===== src/rtl/li_reg_pkg.sv =====
package li_reg_pkg;
  typedef enum logic {
    ST_EMIT = 1'b0,
    ST_TAKE = 1'b1
  } node_st_e;
endpackage


===== src/rtl/li_fifo.sv =====
module li_fifo #(
  parameter int W     = 8,
  parameter int DEPTH = 1
) (
  input  logic         clk_i,
  input  logic         rst_ni,
  input  logic         push_i,
  input  logic [W-1:0] data_i,
  output logic         full_o,
  input  logic         pop_i,
  output logic [W-1:0] data_o,
  output logic         empty_o
);

  if (DEPTH == 1) begin : g_single
    logic         vld_q;
    logic [W-1:0] dat_q;

    always_ff @(posedge clk_i or negedge rst_ni) begin
      if (!rst_ni) begin
        vld_q <= 1'b0;
        dat_q <= '0;
      end else begin
        if (push_i) begin
          vld_q <= 1'b1;
          dat_q <= data_i;
        end else if (pop_i) begin
          vld_q <= 1'b0;
        end
      end
    end

    assign full_o  = vld_q;
    assign empty_o = !vld_q;
    assign data_o  = dat_q;
  end else begin : g_ring
    localparam int PW = $clog2(DEPTH);
    localparam int CW = $clog2(DEPTH + 1);

    logic [W-1:0]  mem_q [DEPTH];
    logic [PW-1:0] wr_ptr_q, rd_ptr_q;
    logic [CW-1:0] cnt_q;

    always_ff @(posedge clk_i) begin
      if (push_i) mem_q[wr_ptr_q] <= data_i;
    end

    always_ff @(posedge clk_i or negedge rst_ni) begin
      if (!rst_ni) begin
        wr_ptr_q <= '0;
        rd_ptr_q <= '0;
        cnt_q    <= '0;
      end else begin
        if (push_i) wr_ptr_q <= (wr_ptr_q == PW'(DEPTH - 1)) ? '0 : wr_ptr_q + 1'b1;
        if (pop_i)  rd_ptr_q <= (rd_ptr_q == PW'(DEPTH - 1)) ? '0 : rd_ptr_q + 1'b1;
        unique case ({push_i, pop_i})
          2'b10:   cnt_q <= cnt_q + 1'b1;
          2'b01:   cnt_q <= cnt_q - 1'b1;
          default: cnt_q <= cnt_q;
        endcase
      end
    end

    assign full_o  = (cnt_q == CW'(DEPTH));
    assign empty_o = (cnt_q == '0);
    assign data_o  = mem_q[rd_ptr_q];
  end


  no_overflow_chk: assert property (@(posedge clk_i) disable iff (!rst_ni)
    push_i |-> !full_o);


  no_underflow_chk: assert property (@(posedge clk_i) disable iff (!rst_ni)
    pop_i |-> !empty_o);


  head_hold_chk: assert property (@(posedge clk_i) disable iff (!rst_ni)
    (!empty_o && !pop_i) |=> (!empty_o && $stable(data_o)));

endmodule


===== src/rtl/li_reg_chain.sv =====
module li_reg_chain #(
  parameter int                     W         = 8,
  parameter int                     DEPTH     = 1,
  parameter logic [DEPTH*W-1:0]     INIT_VALS = '0
) (
  input  logic         clk_i,
  input  logic         rst_ni,
  input  logic         shift_i,
  input  logic [W-1:0] data_i,
  output logic [W-1:0] data_o
);

  logic [DEPTH-1:0][W-1:0] stage_q;

  if (DEPTH == 1) begin : g_reg
    always_ff @(posedge clk_i or negedge rst_ni) begin
      if (!rst_ni)      stage_q <= INIT_VALS;
      else if (shift_i) stage_q <= data_i;
    end
  end else begin : g_shift
    always_ff @(posedge clk_i or negedge rst_ni) begin
      if (!rst_ni)      stage_q <= INIT_VALS;
      else if (shift_i) stage_q <= {stage_q[DEPTH-2:0], data_i};
    end
  end

  assign data_o = stage_q[DEPTH-1];


  chain_hold_chk: assert property (@(posedge clk_i) disable iff (!rst_ni)
    !shift_i |=> $stable(data_o));

endmodule


===== src/rtl/li_node_ctrl.sv =====
module li_node_ctrl
  import li_reg_pkg::*;
(
  input  logic clk_i,
  input  logic rst_ni,
  input  logic out_space_i,
  input  logic in_avail_i,
  output logic emit_o,
  output logic take_o,
  output logic done_o
);

  node_st_e st_q;

  assign emit_o = (st_q == ST_EMIT) && out_space_i;
  assign take_o = (st_q == ST_TAKE) && in_avail_i;
  assign done_o = (st_q == ST_TAKE);

  always_ff @(posedge clk_i or negedge rst_ni) begin
    if (!rst_ni)     st_q <= ST_EMIT;
    else if (emit_o) st_q <= ST_TAKE;
    else if (take_o) st_q <= ST_EMIT;
  end

  // outputs-minus-inputs balance, used only by the checks below
  logic [1:0] bal_q;
  always_ff @(posedge clk_i or negedge rst_ni) begin
    if (!rst_ni)     bal_q <= '0;
    else if (emit_o) bal_q <= bal_q + 1'b1;
    else if (take_o) bal_q <= bal_q - 1'b1;
  end


  sc_emit_chk: assert property (@(posedge clk_i) disable iff (!rst_ni)
    emit_o |-> (bal_q == 2'd0));


  sc_take_chk: assert property (@(posedge clk_i) disable iff (!rst_ni)
    take_o |-> (bal_q == 2'd1));


  one_step_chk: assert property (@(posedge clk_i) disable iff (!rst_ni)
    !(emit_o && take_o));

endmodule


===== src/rtl/li_reg_node.sv =====
module li_reg_node #(
  parameter int                       DATA_W      = 8,
  parameter int                       DEPTH       = 2,
  parameter int                       IN_Q_DEPTH  = 1,
  parameter int                       OUT_Q_DEPTH = 1,
  parameter logic [DEPTH*DATA_W-1:0]  INIT_VALS   = '0
) (
  input  logic              clk_i,
  input  logic              rst_ni,
  input  logic              in_valid_i,
  input  logic [DATA_W-1:0] in_data_i,
  output logic              in_ready_o,
  output logic              out_valid_o,
  output logic [DATA_W-1:0] out_data_o,
  input  logic              out_ready_i
);

  logic              in_full, in_empty, out_full, out_empty;
  logic              in_push, out_pop;
  logic              emit, take, done;
  logic [DATA_W-1:0] in_head, chain_out;

  assign in_push     = in_valid_i && !in_full;
  assign out_pop     = out_valid_o && out_ready_i;
  assign in_ready_o  = !in_full;
  assign out_valid_o = !out_empty;

  li_fifo #(.W(DATA_W), .DEPTH(IN_Q_DEPTH)) in_q_i (
    .clk_i   (clk_i),
    .rst_ni  (rst_ni),
    .push_i  (in_push),
    .data_i  (in_data_i),
    .full_o  (in_full),
    .pop_i   (take),
    .data_o  (in_head),
    .empty_o (in_empty)
  );

  li_node_ctrl ctrl_i (
    .clk_i       (clk_i),
    .rst_ni      (rst_ni),
    .out_space_i (!out_full),
    .in_avail_i  (!in_empty),
    .emit_o      (emit),
    .take_o      (take),
    .done_o      (done)
  );

  li_reg_chain #(.W(DATA_W), .DEPTH(DEPTH), .INIT_VALS(INIT_VALS)) chain_i (
    .clk_i   (clk_i),
    .rst_ni  (rst_ni),
    .shift_i (take),
    .data_i  (in_head),
    .data_o  (chain_out)
  );

  li_fifo #(.W(DATA_W), .DEPTH(OUT_Q_DEPTH)) out_q_i (
    .clk_i   (clk_i),
    .rst_ni  (rst_ni),
    .push_i  (emit),
    .data_i  (chain_out),
    .full_o  (out_full),
    .pop_i   (out_pop),
    .data_o  (out_data_o),
    .empty_o (out_empty)
  );

  // output step needs only space, never input
  ned_emit_chk: assert property (@(posedge clk_i) disable iff (!rst_ni)
    (!done && !out_full) |=> out_valid_o);

  // after emitting, no further output until an input is consumed
  wait_input_chk: assert property (@(posedge clk_i) disable iff (!rst_ni)
    (done && in_empty) |=> done);

  // a waiting input always completes the round
  finish_chk: assert property (@(posedge clk_i) disable iff (!rst_ni)
    (done && !in_empty) |=> !done);

endmodule


===== config.mk =====
export PLATFORM = sky130hd
export DESIGN_NAME = li_reg_node
export DESIGN_NICKNAME = d
export VERILOG_FILES = /design/src/rtl/li_reg_pkg.sv /design/src/rtl/li_fifo.sv /design/src/rtl/li_reg_chain.sv /design/src/rtl/li_node_ctrl.sv /design/src/rtl/li_reg_node.sv
export SDC_FILE = /design/constraint.sdc
export NUM_CORES = 1
export LEC_CHECK = 0
export BUFFER_PORTS_ARGS = -buffer_cell sky130_fd_sc_hd__buf_2
export CORE_MARGIN = 5
export CORE_UTILIZATION = 35
export DETAILED_ROUTE_END_ITERATION = 10
export SYNTH_ARGS = -nofsm -noshare
export SYNTH_HDL_FRONTEND = slang
export SYNTH_SLANG_ARGS = --single-unit
export TNS_END_PERCENT = 50

===== constraint.sdc =====
create_clock -name clk_i -period 1.3 [get_ports clk_i]
set_input_delay 0.39 -clock clk_i [delete_from_list [all_inputs] [get_ports clk_i]]
set_output_delay 0.39 -clock clk_i [all_outputs]
set_load 0.02 [all_outputs]

==> impl_metrics.toml <==
[layout]
n_antenna_cell = 0
area_growth_pct = 21.83
final_util_pct = 44.30
drive_above_1_share_pct = 64.15
nets = 118
final_cell_count_no_fill = 154

[grt]
antenna_found_initial = 0
track_usage_pct = 9.464
gr-usage-met3_pct = 4.017
grt_pass1_wl_um = 3581
grt-ovfl-total = 0
grt_busiest_layer = "met2"
gr-usage-met2_pct = 15.51
grt_util_met1_pct = 9.885
grt_max_degree = 20
grt_pass1_vias = 796

[drt]
drc = 0
vias_per_cell = 4.591
antenna_left = 0
dr.pass1.iters = 4
routed_wl_um = 2066
vias = 707
avgRoutedWirePerCell_um = 13.42
drt_iter0_markers = 30

[clock_tree]
cts_root_buf = "clkbuf_8"
cts_hold_buffers = 0
tritoncts = "built"
clk_pin_slew_ns = 0.07
h-tree-depth = 2
cts_inserted_buffers = 5
post_cts_buffers = 0
postCtsResizedCells = 4
cts_num_sinks = 35
cts_buffer_depth = 2
clk_latency_ns = 0.28

[synth]
dominantRegCellSynth = "dfrtp_1"
syn_area_per_cell_um2 = 17.65
synth.distinct_cells = 11
ys_warn_count = 0
syn_nets = 88
yosys.area.top_type = "dfrtp_1"
yosysMostFrequentCell = "dfrtp_1"
syn_inst = 76
netlist_area_um2 = 1341
ys_seq_elements = 35
synthArstFlopShare_pct = 100.0
yosysSeqAreaShare_pct = 65.30
synth_common_cells = "dfrtp_1 (35), mux2_2 (23), mux2_4 (9)"
synth_edf_count = 0
ys_top_cells_by_area = "dfrtp_1 (65%), mux2_2 (19%), mux2_4 (10%)"
synth_top_area_share_pct = 65.30

[pwr]
ir_drop_v = 0.0006449
p_leak_nw = 0.7726
power.density_nw_per_um2 = 2738
p_total_mw = 4.475

[worst_setup_path]
worst-setup-path-type = "flip-flop to output port"
cp_max_fo = 5
worstSetupEndpointType = "output port"
cp_data_arrival_time_ns = 0.89
rrSetupSlack_ns = 0.08
startpoint_type = "flip-flop"
r2r-end = "out_q_i.data_o[6]"
reg2reg_from = "ctrl_i.done_o"
reg2reg_depth = 3
startpoint = "in_q_i.full_o"
required_ns = 0.91

[sta]
fin_ws_ns = 0.02080
finalHoldViolations = 0
rsz0062_at_grt = "true"
slew_headroom_pct = 74.02
drv_slew = 0
clock_skew_ns = 0.006859
worst_pin_slew_ns = 0.3898
period_minus_slack_ns = 1.279
final.period_utilization_pct = 98.40
max_freq_ghz = 0.7817
setup_viol = 0

[place]
dp.cells = 147
place_hpwl_um = 1561
gp_congestion = 0.6989
place_ws_ns = 0.04431
portBuffers = 21

[floorplan]
coreArea_um2 = 3689
ios = 22
fp.dieW_um = 71.91
fp.dieArea_um2 = 5170
initial_utilization_pct = 36.36
die_y_um = 71.91
num_rows = 22

[outcome]
outcome = "completed"

[worst_hold_path]
hold_class = "input pin to asynchronous set/reset pin"

[flow_run]
drv_cap = 0
final cells by class:
| cell class | instances | area (µm²) |
|---|---|---|
| Timing Repair Buffer | 25 | 160.2 |
| Multi-Input combinational cell | 38 | 445.4 |
| Fill cell | 341 | 2054 |
| Clock inverter | 1 | 5.005 |
| Tap cell | 48 | 60.06 |
| Clock buffer | 6 | 82.58 |
| Sequential cell | 35 | 877.1 |
| Inverter | 1 | 3.754 |
critical path, cell delays in order (launching register included):
cell and delay [ns]:
dfrtp_2 0.45, inv_2 0.06, buf_6 0.10
per-stage QoR:
stage          TNS [ns]  instance area (µm²)  hold WS [ns]
2_1_floorplan         0                 1341       0.09441
3_3_place_gp          0                 1533        0.3287
3_5_place_dp          0                 1533        0.3360
4_1_cts               0                 1628       0.03236
5_1_grt        -0.01807                 1634       0.04365
6_report              0                 1634       0.02527
routing by layer:
| metal | wire [µm] | up-vias |
|---|---|---|
| met2 | 1093 | 17 |
| met4 | 64 | 0 |
| met5 | 0 | - |
| met3 | 118 | 6 |
| li1 | - | 323 |
| met1 | 789 | 361 |
registers in the layout (all words and copies together) (netlist names):
signal           cells
out_q_i.full_o       1
chain_i.data_o       8
chain_i.stage_q      8
in_q_i.data_o        8
ctrl_i.done_o        1
out_q_i.data_o       8
in_q_i.full_o        1
logic make-up (layout without fill, tap and decap cells):
group,Yosys count,after routing,synth area share [%]
buffers and inverters,3,33,1.492
AOI/OAI and AO/OA,1,1,0.5599
DFF,35,35,65.30
and+or+nand+nor,3,3,1.773
muxes,34,34,30.88
layout by cell type (no fill, tap or decap):
cell type and instances:
mux2i_1 2, dfrtp_2 1, dfrtp_1 34, buf_2 19
mux2_4 9, nand2_4 1, buf_12 1, clkbuf_8 6
buf_4 3, o21a_1 1, buf_6 2, clkinv_2 1
inv_2 1, nor2_2 1, nor2b_1 1, mux2_2 23
worst max path at each step:
stage	slack, ns	end
floorplan	0.06	out_q_i.data_o[0]
detailed placement	0.04	in_q_i.data_o[3]
finish	0.02	in_ready_o
global route	-0.02	in_ready_o
CTS	0.008	in_ready_o
global placement	0.06	in_q_i.data_o[5]
report_power, final:
group | switching (mW) | internal (mW) | leakage [nW]
clock network | 0.347 | 0.415 | 0.0470
logic | 0.683 | 1.04 | 0.314
registers | 0.322 | 1.67 | 0.412
total | 1.35 | 3.12 | 0.773
Note: power is estimated with default switching activity, not from simulation.
